--- src/rtl/wg_pkg.sv ---
package wg_pkg;

    localparam int DATA_W  = 12;
    localparam int FIELD_W = 4;

    typedef logic [DATA_W-1:0]  sample_t;
    typedef logic [FIELD_W-1:0] field_t;

    typedef enum logic [1:0] {
        WG_OFF     = 2'b00,
        WG_NOISE   = 2'b01,
        WG_TRI     = 2'b10,
        WG_TRI_ALT = 2'b11
    } wg_mode_e;

    typedef struct packed {
        logic    up;
        sample_t cnt;
    } tri_state_t;

    // Peak of the triangle: 2^n - 1, n capped at full scale.
    function automatic sample_t peak_of(field_t f);
        logic [DATA_W:0] one;
        int n;
        n   = (int'(f) > DATA_W) ? DATA_W : int'(f);
        one = 1;
        one = one << n;
        return sample_t'(one - 1'b1);
    endfunction

    // Noise mask: the lowest field+1 bits, capped at full scale.
    function automatic sample_t mask_of(field_t f);
        logic [DATA_W:0] one;
        int k;
        k   = (int'(f) >= DATA_W - 1) ? DATA_W : int'(f) + 1;
        one = 1;
        one = one << k;
        return sample_t'(one - 1'b1);
    endfunction

    // Fibonacci step for x^12 + x^6 + x^4 + x + 1.
    function automatic sample_t lfsr_next(sample_t s);
        return {s[DATA_W-2:0], s[11] ^ s[5] ^ s[3] ^ s[0]};
    endfunction

endpackage

--- src/rtl/wg_field_lock.sv ---
module wg_field_lock
    import wg_pkg::*;
(
    input  logic   clk,
    input  logic   rst,
    input  logic   locked,
    input  logic   wr,
    input  field_t din,
    output field_t field_q
);
    always_ff @(posedge clk) begin
        if (rst) begin
            field_q <= '0;
        end else if (wr && !locked) begin
            field_q <= din;
        end
    end
endmodule

--- src/rtl/wg_lfsr.sv ---
module wg_lfsr
    import wg_pkg::*;
#(
    parameter sample_t SEED = 12'hACE
)(
    input  logic    clk,
    input  logic    rst,
    input  logic    clr,
    input  logic    step,
    output sample_t state_q
);
    always_ff @(posedge clk) begin
        if (rst || clr) begin
            state_q <= SEED;
        end else if (step) begin
            state_q <= lfsr_next(state_q);
        end
    end
endmodule

--- src/rtl/wg_tri.sv ---
module wg_tri
    import wg_pkg::*;
(
    input  logic    clk,
    input  logic    rst,
    input  logic    clr,
    input  logic    step,
    input  sample_t peak,
    output sample_t cnt_q
);
    tri_state_t st_q;
    tri_state_t st_d;

    always_comb begin
        st_d = st_q;
        if (peak != '0) begin
            if (st_q.up) begin
                if (st_q.cnt >= peak) begin
                    st_d.up  = 1'b0;
                    st_d.cnt = st_q.cnt - 1'b1;
                end else begin
                    st_d.cnt = st_q.cnt + 1'b1;
                end
            end else begin
                if (st_q.cnt == '0) begin
                    st_d.up  = 1'b1;
                    st_d.cnt = st_q.cnt + 1'b1;
                end else begin
                    st_d.cnt = st_q.cnt - 1'b1;
                end
            end
        end
    end

    always_ff @(posedge clk) begin
        if (rst || clr) begin
            st_q <= '{up: 1'b1, cnt: '0};
        end else if (step) begin
            st_q <= st_d;
        end
    end

    assign cnt_q = st_q.cnt;
endmodule

--- src/rtl/overlay_wavegen.sv ---
module overlay_wavegen
    import wg_pkg::*;
#(
    parameter logic [11:0] SEED = 12'hACE
)(
    input  logic        clk,
    input  logic        rst,
    input  logic        chan_en,
    input  logic        trig_en,
    input  logic        trig,
    input  logic [1:0]  mode,
    input  logic        amp_wr,
    input  logic [3:0]  amp_in,
    input  logic [11:0] hold_val,
    output logic [11:0] out_val
);
    wg_mode_e mode_e;
    field_t   amp_q;
    sample_t  lfsr_q;
    sample_t  tri_cnt;
    sample_t  wave;
    logic     accept;

    assign mode_e = wg_mode_e'(mode);
    assign accept = chan_en && trig_en && trig;

    wg_field_lock u_lock (
        .clk     (clk),
        .rst     (rst),
        .locked  (chan_en),
        .wr      (amp_wr),
        .din     (amp_in),
        .field_q (amp_q)
    );

    wg_lfsr #(.SEED(SEED)) u_lfsr (
        .clk     (clk),
        .rst     (rst),
        .clr     (!chan_en),
        .step    (accept && (mode_e == WG_NOISE)),
        .state_q (lfsr_q)
    );

    wg_tri u_tri (
        .clk   (clk),
        .rst   (rst),
        .clr   (!chan_en),
        .step  (accept && mode[1]),
        .peak  (peak_of(amp_q)),
        .cnt_q (tri_cnt)
    );

    always_comb begin
        unique case (mode_e)
            WG_NOISE:          wave = lfsr_q & mask_of(amp_q);
            WG_TRI, WG_TRI_ALT: wave = tri_cnt;
            default:           wave = '0;
        endcase
    end

    always_ff @(posedge clk) begin
        if (rst || !chan_en) begin
            out_val <= '0;
        end else if (!trig_en) begin
            out_val <= hold_val;
        end else if (trig) begin
            out_val <= hold_val + wave;
        end
    end
endmodule

--- config.mk ---
export PLATFORM = sky130hd
export DESIGN_NAME = overlay_wavegen
export DESIGN_NICKNAME = d
export VERILOG_FILES = /design/src/rtl/wg_pkg.sv /design/src/rtl/wg_field_lock.sv /design/src/rtl/wg_lfsr.sv /design/src/rtl/wg_tri.sv /design/src/rtl/overlay_wavegen.sv
export SDC_FILE = /design/constraint.sdc
export NUM_CORES = 1
export LEC_CHECK = 0
export ABC_CLOCK_PERIOD_IN_PS = 4300
export BUFFER_PORTS_ARGS = -buffer_cell sky130_fd_sc_hd__buf_4
export CAP_MARGIN = 25
export CORE_ASPECT_RATIO = 0.6
export CORE_MARGIN = 2
export CORE_UTILIZATION = 56
export CTS_BUF_LIST = sky130_fd_sc_hd__clkbuf_2 sky130_fd_sc_hd__clkbuf_4 sky130_fd_sc_hd__clkbuf_8
export DETAILED_ROUTE_END_ITERATION = 12
export MAX_ROUTING_LAYER = met4
export PLACE_DENSITY = 0.79
export RECOVER_POWER = 25
export SLEW_MARGIN = 25
export SYNTH_ARGS = -nofsm -noshare
export SYNTH_HDL_FRONTEND = slang
export SYNTH_SLANG_ARGS = --single-unit
--- constraint.sdc ---
create_clock -name clk -period 4.3 [get_ports clk]
set_input_delay 0.86 -clock clk [delete_from_list [all_inputs] [get_ports clk]]
set_output_delay 0.86 -clock clk [all_outputs]
set_load 0.01 [all_outputs]
==> results.sh, run 1 <==
export IMPL_outcome="finished clean"
export IMPL_root_buffer="clkbuf_8"
export IMPL_fin_crit_sh=0.957
export IMPL_finClkSkew_ns=0.00647
export IMPL_fin_crit_ns=4.11
export IMPL_drive_gt1_frac=0.135
export IMPL_avgSynthCellArea_sq_um=7.33
export IMPL_cts_hold_buf=0
export IMPL_synth_top_cell_area_share=0.236
export IMPL_p_per_area_nw_per_um2=248
export IMPL_clkLatencyLatePin_ns=0.30
export IMPL_crit_arrival_ns=4.37
export IMPL_finalSetupViolations=0
export IMPL_ys_warn_count=0
export IMPL_cp_end_kind="flip-flop"
export IMPL_antenna_found_initial=0
export IMPL_max_freq_ghz=0.243
export IMPL_ios=36
export IMPL_die_y_microns=65.1
export IMPL_grt_max_degree=24
export IMPL_postLayoutCoreUtil=0.655
export IMPL_critPathRequiredTime_ns=4.55
export IMPL_reg2reg_to="out_val[11]"
export IMPL_ys_seq_area_frac=0.236
export IMPL_num_nets_final=558
export IMPL_rows=22
export IMPL_slew_headroom=0.472
export IMPL_grt_pass1_wl_microns=16500
export IMPL_hold_end="u_lfsr.state_q[4]"
export IMPL_cts_sinks=41
export IMPL_die_w_microns=106
export IMPL_rr_startpoint="u_lock.field_q[0]"
export IMPL_critical_path_class="reg2reg"
export IMPL_drt_iter0_markers=306
export IMPL_grt_total_usage=0.311
export IMPL_synth_seq_cells=41
export IMPL_floorplan_initialDensity=0.575
export IMPL_ant_nets=0
export IMPL_min_path_type="reg2reg"
export IMPL_core_sq_um=6060
export IMPL_min_from="u_lfsr.state_q[4]"
export IMPL_synthCells=475
export IMPL_synth_async_sr_flop_share=0
export IMPL_drv_cap=0
export IMPL_synth_flop_cell="dfxtp_1"
export IMPL_cp_max_fo=9
export IMPL_ys_types=58
export IMPL_portBuffers=35
export IMPL_synth_area_leaders="dfxtp_1 (24%), ha_1 (11%), nand2_1 (7.1%)"
export IMPL_holdPathStages=2
export IMPL_grt_pass1_vias=3228
export IMPL_p_leak_nw=1.53
export IMPL_die_area_sq_um=6880
export IMPL_rrSetupSlack_ns=0.19
export IMPL_dp_final_hpwl_microns=7370
export IMPL_cts_tree="yes"
export IMPL_yosysMostFrequentCell="nand2_1"
export IMPL_grt_overflow_total=0
export IMPL_diodes=0
export IMPL_ir_drop_uv=127
export IMPL_area_growth_pct=13.9
export IMPL_syn_num_nets=530
export IMPL_wl_per_cell_microns=16.7
export IMPL_clockBufferDepth=2
export IMPL_synthTopCellsByCount="nand2_1 (66), nor2_1 (43), a21oi_1 (42), o21ai_0 (42), dfxtp_1 (41)"
export IMPL_gp_congestion=0.944
export IMPL_startpoint_type="flip-flop"
export IMPL_drc_errors=0
export IMPL_hold_viol_final=0
export IMPL_vias_per_cell=6.14
export IMPL_drv_slew=0
export IMPL_r2r_worst_path_cells=17
export IMPL_drt_total_wl_microns=9810
export IMPL_total_power_w=0.000982
export IMPL_syn_cell_area_sq_um=3480
export IMPL_synth_top_cell_by_area="dfxtp_1"
export IMPL_clkTransAtPathRegs_ns=0.09
export IMPL_synth_edf_count=0
export IMPL_dr_total_vias=3609
export IMPL_cts_buffers=5
export IMPL_first_pass_iters=5
export IMPL_ctsHtreeMaxLevel=2
export IMPL_worstMarginPinSlew_ns=0.788
export IMPL_fillers=546
cell type report:
class                   instances  area [sq um]  area share
clock inverters                 2          38.8     0.00979
inverters                      14          52.6      0.0133
flip-flops and latches         41           828       0.209
multi-input cells             393          2540       0.641
well taps                      84           105      0.0265
repair buffers                 48           323      0.0814
clock buffers                   6          76.3      0.0193
metal layers:
layer  global-route usage  part of all wire  vias to the layer above
met5                    -                 0                        -
met4               0.0641             0.013                        0
met3               0.0654             0.096                       14
met2                0.420              0.39                      170
met1                0.469              0.50                     1660
li1                     -                 -                     1765
state kept, by name, summed over array words and instances (netlist names):
register        count
u_lock.field_q      4
u_lfsr.state_q     12
u_tri.cnt_q        12
out_val            12
u_tri.st_q          1
worst max path at each step:
stage | endpoint | depth (start not counted) | start | slack (ns)
2_1_floorplan | out_val[11] | 19 | u_lock.field_q[1] | 0.009
3_3_place_gp | out_val[11] | 17 | u_lock.field_q[1] | 0.22
3_5_place_dp | out_val[11] | 17 | u_lock.field_q[1] | 0.08
4_1_cts | out_val[11] | 17 | u_lock.field_q[1] | 0.04
5_1_grt | out_val[11] | 19 | u_lock.field_q[1] | -0.02
6_report | out_val[11] | 17 | u_lock.field_q[0] | 0.19
where the power goes:
group	switching, W	internal (W)	leakage (nW)
combinational	0.000154	0.000100	1.14
clock	0.000150	0.000181	0.0588
sequential	0.00000859	0.000388	0.334
per-stage QoR:
stage	instances	instance area, sq um	hold slack (ns)	setup WS (ns)	setup TNS [ns]
detailed placement	577	3820	0.474	0.0823	0
finish	588	3960	0.491	0.186	0
global route	588	3960	0.510	-0.0196	-0.0196
floorplan	475	3480	0.445	0.00862	0
CTS	585	3930	0.493	0.0428	0
global placement	577	3810	0.463	0.221	0
cell families (layout without fill, tap and decap cells):
| family | after synthesis | after routing | share of synthesized area |
|---|---|---|---|
| xor+xnor | 18 | 18 | 0.0453 |
| compound gates | 131 | 131 | 0.251 |
| fa+ha+maj | 31 | 31 | 0.114 |
| mux | 9 | 9 | 0.0262 |
| buf+inv | 41 | 70 | 0.0464 |
| simple gates | 204 | 204 | 0.281 |
| flops | 41 | 41 | 0.236 |
cell usage in the layout, fill, tap and decap left out, types with 2 or more instances in the layout:
master     count
buf_4         38
xnor2_1       12
a31oi_1        4
ha_1          27
dfxtp_1       39
nand2b_1       5
dfxtp_4        2
nor2b_1        5
o21ai_1        2
o31ai_1        6
or2_2          2
o211a_1        2
nor4_1         3
a21o_1         2
a21oi_1       41
nor3_1        24
o21a_1         7
and3_1         4
o21ai_0       40
nand4_1        8
nor3b_2        3
a2111oi_4      2
clkbuf_1      10
ha_2           2
xor2_1         6
nand3_1       25
a211oi_1       9
mux2i_1        8
o211ai_1       2
inv_1         13
or4_1          2
clkbuf_8       5
or3_1          3
nor2_1        43
nand4b_1       2
nand2_1       66
critical path, stage by stage, from the launching register on:
cell and delay [ns]:
dfxtp_4 0.38, inv_1 0.06, ha_1 0.30, or4_1 0.50, ha_2 0.22, o31ai_4 0.10, nand4_1 0.13, o21ai_1 0.10
a21oi_1 0.10, o31ai_1 0.27, ha_2 0.36, a2111oi_4 0.31, o21ai_2 0.16, a2111oi_4 0.39, nor3_2 0.09, xor2_1 0.17
or3_1 0.36, nand3_1 0.07
what timing repair did:
item	CTS	global route
resized for setup	0	13
buffers inserted	0	3
hold endpoints to repair	0	0
endpoints found under the setup margin	0	1
Note: power is estimated with default switching activity, not from simulation.
==> inputs of run 2 (changes only) <==
--- a/config.mk
+++ b/config.mk
@@ -5,16 +5,16 @@
 export SDC_FILE = /design/constraint.sdc
 export NUM_CORES = 1
 export LEC_CHECK = 0
-export ABC_CLOCK_PERIOD_IN_PS = 4300
+export ABC_CLOCK_PERIOD_IN_PS = 4700
 export BUFFER_PORTS_ARGS = -buffer_cell sky130_fd_sc_hd__buf_4
 export CAP_MARGIN = 25
 export CORE_ASPECT_RATIO = 0.6
 export CORE_MARGIN = 2
-export CORE_UTILIZATION = 56
+export CORE_UTILIZATION = 60
 export CTS_BUF_LIST = sky130_fd_sc_hd__clkbuf_2 sky130_fd_sc_hd__clkbuf_4 sky130_fd_sc_hd__clkbuf_8
 export DETAILED_ROUTE_END_ITERATION = 12
 export MAX_ROUTING_LAYER = met4
-export PLACE_DENSITY = 0.79
+export PLACE_DENSITY = 0.92
 export RECOVER_POWER = 25
 export SLEW_MARGIN = 25
 export SYNTH_ARGS = -nofsm -noshare
==> constraint.sdc (replaced) <==
create_clock -name clk -period 4.7 [get_ports clk]
set_input_delay 0.94 -clock clk [delete_from_list [all_inputs] [get_ports clk]]
set_output_delay 0.94 -clock clk [all_outputs]
set_load 0.01 [all_outputs]
==> run 2 against run 1 <==
Critical endpoint unchanged. Final cell count is 2.0% lower. Hold slack better by 0.018 ns. Via count increased by 1.5%. Sequential share of layout area increased by 0.43 points. Critical path depth rose by 2. Critical path type unchanged. Power is 9.6% lower.
==> results.sh, run 2 (synthesis results as in run 1) <==
export IMPL_outcome="finished clean"
export IMPL_rsz0062_at_grt="false"
export IMPL_dp_final_hpwl_microns=7420
export IMPL_clkLatencyLatePin_ns=0.31
export IMPL_cts_buffers=5
export IMPL_fillers=482
export IMPL_grt_pass1_vias=3367
export IMPL_clockBufferDepth=2
export IMPL_cp_end_kind="flip-flop"
export IMPL_startpoint_type="flip-flop"
export IMPL_area_growth_pct=10.6
export IMPL_tns_ns=0
export IMPL_p_leak_nw=1.49
export IMPL_wl_per_cell_microns=17.1
export IMPL_cts_hold_buf=0
export IMPL_ant_nets=0
export IMPL_setup_ws_ns=0.237
export IMPL_hold_viol_final=0
export IMPL_first_pass_iters=5
export IMPL_p_per_area_nw_per_um2=230
export IMPL_slew_headroom=0.491
export IMPL_finClkSkew_ns=0.0146
export IMPL_path_common_cell="ha_1"
export IMPL_total_power_w=0.000887
export IMPL_ios=36
export IMPL_path_cells="ha_1 -> nand2_1 -> o21ai_0 -> and3_1 -> nand2_1 -> ha_1 -> o31ai_4 -> nand4_1 -> o21ai_0 -> a21oi_1 -> o31ai_1 -> ha_1 -> a2111oi_4 -> o21ai_2 -> a2111oi_2 -> nor3_1 -> xor2_1 -> or3_1 -> nand3_1"
export IMPL_drive_gt1_frac=0.105
export IMPL_final_cell_mix="nand2_1 (66), nor2_1 (43), o21ai_0 (42), a21oi_1 (42), dfxtp_1 (41)"
export IMPL_core_sq_um=5600
export IMPL_grt_total_usage=0.333
export IMPL_drv_cap=0
export IMPL_rrSetupSlack_ns=0.24
export IMPL_drc_errors=0
export IMPL_cp_max_fo=12
export IMPL_fin_crit_sh=0.950
export IMPL_drt_iter0_markers=463
export IMPL_finalSetupViolations=0
export IMPL_grt_overflow_total=0
export IMPL_crit_arrival_ns=4.71
export IMPL_ctsHtreeMaxLevel=2
export IMPL_min_path_type="reg2reg"
export IMPL_critPathRequiredTime_ns=4.95
export IMPL_root_buffer="clkbuf_8"
export IMPL_max_freq_ghz=0.224
export IMPL_drv_slew=0
export IMPL_cts_resized=0
export IMPL_die_y_microns=63
export IMPL_cts_setup_buffers=0
export IMPL_diodes=0
export IMPL_pre_cts_ws_ns=0.364
export IMPL_die_w_microns=102
export IMPL_rows=21
export IMPL_cts_tree="yes"
export IMPL_critical_path_class="reg2reg"
export IMPL_portBuffers=35
export IMPL_die_area_sq_um=6450
export IMPL_clkTransAtPathRegs_ns=0.09
export IMPL_hold_slack_ns=0.510
export IMPL_floorplan_initialDensity=0.622
export IMPL_final_common_cell="nand2_1"
export IMPL_slowest_delay_ns=0.56
export IMPL_dr_total_vias=3663
export IMPL_crit_slowest_cell="dfxtp_1"
export IMPL_cts_sinks=41
export IMPL_vias_per_cell=6.36
export IMPL_ir_drop_uv=125
export IMPL_fin_crit_ns=4.46
export IMPL_antenna_found_initial=0
export IMPL_grt_max_degree=24
export IMPL_drt_total_wl_microns=9820
export IMPL_gp_congestion=1.01
export IMPL_grt_pass1_wl_microns=16400
export IMPL_num_nets_final=550
export IMPL_worstMarginPinSlew_ns=0.760
-- run 2: cell count changes in the layout (fill, tap and decap cells not counted), sizes merged --
cell	before	now
buf	38	29
clkbuf	16	17
-- run 2: area by class of cell --
class                   count  area [sq um]  share of cell area
clock buffers               6          76.3              0.0198
flip-flops and latches     41           821               0.213
repair buffers             40           259              0.0673
well taps                  80           100              0.0260
inverters                  14          52.6              0.0137
clock inverters             2          38.8              0.0101
multi-input cells         393          2500               0.650
-- run 2: critical path, delay by kind of cell (launching register included) --
kind / cells / cell delay [ns]
xor+xnor: 1 / 0.18
fa+ha+maj: 3 / 1.02
simple gates: 7 / 1.11
compound gates: 8 / 1.54
flops: 1 / 0.56
-- run 2: where the power goes --
part | internal [W] | switching [W] | total [W]
clock | 0.000165 | 0.000135 | 0.000300
sequential | 0.000355 | 0.0000110 | 0.000366
combinational | 0.0000842 | 0.000136 | 0.000220
total | 0.000605 | 0.000282 | 0.000887
-- run 2: worst paths after layout --
check | startpoint | endpoint | depth (start not counted)
setup / recovery | u_lock.field_q[1] | out_val[11] | 19
hold / removal | u_lfsr.state_q[3] | u_lfsr.state_q[4] | 2
setup reg to reg | u_lock.field_q[1] | out_val[11] | 19
hold reg to reg | u_lfsr.state_q[3] | u_lfsr.state_q[4] | 2
-- run 2: routing by layer --
layer / GRT usage / share of wire / vias to the layer above
li1: - / - / 1753
met1: 0.500 / 0.47 / 1668
met2: 0.458 / 0.40 / 221
met3: 0.0626 / 0.12 / 21
met4: 0.0783 / 0.014 / 0
met5: - / 0 / -
-- run 2: per-stage QoR --
step                      utilization  instance area [sq um]  instances
after floorplan                     -                   3480        475
after global placement          0.674                   3770        568
after detailed placement        0.674                   3770        568
after CTS                       0.695                   3890        576
after global routing            0.688                   3850        576
final                           0.688                   3850        576
==> inputs of run 3 (changes only) <==
--- a/config.mk
+++ b/config.mk
@@ -16,6 +16,7 @@
 export MAX_ROUTING_LAYER = met4
 export PLACE_DENSITY = 0.92
 export RECOVER_POWER = 25
+export REMOVE_ABC_BUFFERS = 1
 export SLEW_MARGIN = 25
 export SYNTH_ARGS = -nofsm -noshare
 export SYNTH_HDL_FRONTEND = slang
==> run 3 against run 2 <==
Wire length decreased by 0.71%. Core utilization grew 0.45 points. Setup slack gained 0.10 ns. Largest power group unchanged. Critical endpoint unchanged. Via count down 0.57%. Largest cell class unchanged. Die area unchanged.
==> results.sh, run 3 (synthesis results as in run 1) <==
export IMPL_outcome="finished clean"
export IMPL_dr_total_vias=3642
export IMPL_clkTransAtPathRegs_ns=0.09
export IMPL_ios=36
export IMPL_floorplan_initialDensity=0.622
export IMPL_max_freq_ghz=0.229
export IMPL_hold_viol_final=0
export IMPL_critPathRequiredTime_ns=4.95
export IMPL_final_common_cell="nand2_1"
export IMPL_fin_crit_sh=0.927
export IMPL_hold_end="u_lfsr.state_q[5]"
export IMPL_min_path_type="reg2reg"
export IMPL_drt_total_wl_microns=9750
export IMPL_finClkSkew_ns=0.00435
export IMPL_clockBufferDepth=2
export IMPL_postLayoutCoreUtil=0.692
export IMPL_rows=21
export IMPL_clkLatencyLatePin_ns=0.31
export IMPL_p_leak_nw=1.50
export IMPL_path_common_cell="ha_1"
export IMPL_grt_pass1_vias=3396
export IMPL_ant_nets=0
export IMPL_num_nets_final=552
export IMPL_grt_max_degree=24
export IMPL_drc_errors=0
export IMPL_rsz0062_at_grt="false"
export IMPL_slowest_delay_ns=0.48
export IMPL_seq_area_sq_um=822
export IMPL_wl_per_cell_microns=16.9
export IMPL_min_from="u_lfsr.state_q[4]"
export IMPL_antenna_found_initial=0
export IMPL_die_w_microns=102
export IMPL_multi_input_area_sq_um=2500
export IMPL_die_y_microns=63
export IMPL_core_sq_um=5600
export IMPL_cts_tree="yes"
export IMPL_crit_cells=17
export IMPL_drv_slew=0
export IMPL_tns_ns=0
export IMPL_startpoint_type="flip-flop"
export IMPL_drive_gt1_frac=0.112
export IMPL_cts_setup_buffers=0
export IMPL_first_pass_iters=5
export IMPL_r2r_worst_path_cells=17
export IMPL_ctsHtreeMaxLevel=2
export IMPL_slew_headroom=0.290
export IMPL_cts_buffers=5
export IMPL_rrSetupSlack_ns=0.34
export IMPL_critical_path_class="reg2reg"
export IMPL_vias_per_cell=6.30
export IMPL_holdPathStages=2
export IMPL_ir_drop_uv=153
export IMPL_crit_slowest_cell="or4_1"
export IMPL_cp_end_kind="flip-flop"
export IMPL_gp_congestion=0.978
export IMPL_grt_total_usage=0.328
export IMPL_root_buffer="clkbuf_8"
export IMPL_dp_final_hpwl_microns=7330
export IMPL_diodes=0
export IMPL_cts_sinks=41
export IMPL_grt_pass1_wl_microns=16200
export IMPL_fillers=498
export IMPL_drv_cap=0
export IMPL_final_cell_mix="nand2_1 (66), nor2_1 (43), o21ai_0 (42), a21oi_1 (42), dfxtp_1 (40)"
export IMPL_rr_startpoint="u_lock.field_q[1]"
export IMPL_path_cells="inv_1 -> ha_1 -> or4_1 -> ha_1 -> o31ai_4 -> nand4_1 -> o21ai_0 -> a21oi_1 -> o31ai_1 -> ha_1 -> a2111oi_4 -> o21ai_2 -> a2111oi_2 -> nor3_1 -> xor2_1 -> or3_1 -> nand3_1"
export IMPL_crit_buf_inv=1
export IMPL_die_area_sq_um=6450
export IMPL_cp_max_fo=12
export IMPL_fin_crit_ns=4.36
export IMPL_path_delay_family="compound AO/OA/AOI/OAI gates"
export IMPL_p_per_area_nw_per_um2=233
export IMPL_crit_arrival_ns=4.61
export IMPL_reg2reg_to="out_val[11]"
export IMPL_portBuffers=35
export IMPL_worstMarginPinSlew_ns=1.06
export IMPL_drt_iter0_markers=321
export IMPL_grt_overflow_total=0
export IMPL_finalSetupViolations=0
export IMPL_area_growth_pct=11.3
## run 3: routing by layer
metal	GRT usage	vias up	wire (microns)
li1	-	1760	-
met1	0.464	1663	4350
met2	0.471	198	4170
met3	0.0716	21	1070
met4	0.0850	0	153
met5	-	-	0
## run 3: worst reg2reg max path, stage by stage, from the launching register on
cell and delay [ns]:
dfxtp_2 0.45, inv_1 0.12, ha_1 0.30, or4_1 0.48, ha_1 0.27, o31ai_4 0.13
nand4_1 0.16, o21ai_0 0.11, a21oi_1 0.10, o31ai_1 0.25, ha_1 0.38, a2111oi_4 0.39
o21ai_2 0.13, a2111oi_2 0.33, nor3_1 0.11, xor2_1 0.18, or3_1 0.35, nand3_1 0.07
## run 3: timing repair
action                                  in CTS  in global routing
endpoints found under the setup margin       0                  1
gates resized for setup                      0                  2
hold buffers                                 0                  0
hold endpoints to repair                     0                  0
## run 3: worst max-delay path by stage
stage,start,endpoint
after floorplan,u_lock.field_q[0],out_val[11]
after global routing,u_lock.field_q[1],out_val[11]
after global placement,u_lock.field_q[1],out_val[11]
after CTS,u_lock.field_q[1],out_val[11]
after detailed placement,u_lock.field_q[1],out_val[11]
final,u_lock.field_q[1],out_val[11]
## run 3: final cells by class
| cell class | instances | area share |
|---|---|---|
| multi-input combinational | 393 | 0.646 |
| sequential | 41 | 0.212 |
| timing repair buffer | 42 | 0.0717 |
| tap | 80 | 0.0258 |
| clock buffer | 7 | 0.0233 |
| inverter | 14 | 0.0136 |
| clock inverter | 1 | 0.00775 |
## run 3: per-stage QoR
step | hold WS [ns] | total power [W] | cells | cell area, sq um | setup WS, ns
after floorplan | 0.445 | 0.000512 | 448 | 3370 | 0.429
after global placement | 0.452 | 0.000580 | 570 | 3790 | 0.390
after detailed placement | 0.466 | 0.000589 | 570 | 3790 | 0.191
after CTS | 0.479 | 0.000903 | 578 | 3910 | 0.155
after global routing | 0.507 | 0.000942 | 578 | 3870 | 0.0624
final | 0.483 | 0.000903 | 578 | 3870 | 0.342
## run 3: report_power, final
group          switching [W]  internal (W)  total, W
clock network       0.000141      0.000179  0.000320
logic               0.000134     0.0000848  0.000219
registers         0.00000911      0.000355  0.000365
total               0.000284      0.000620  0.000903
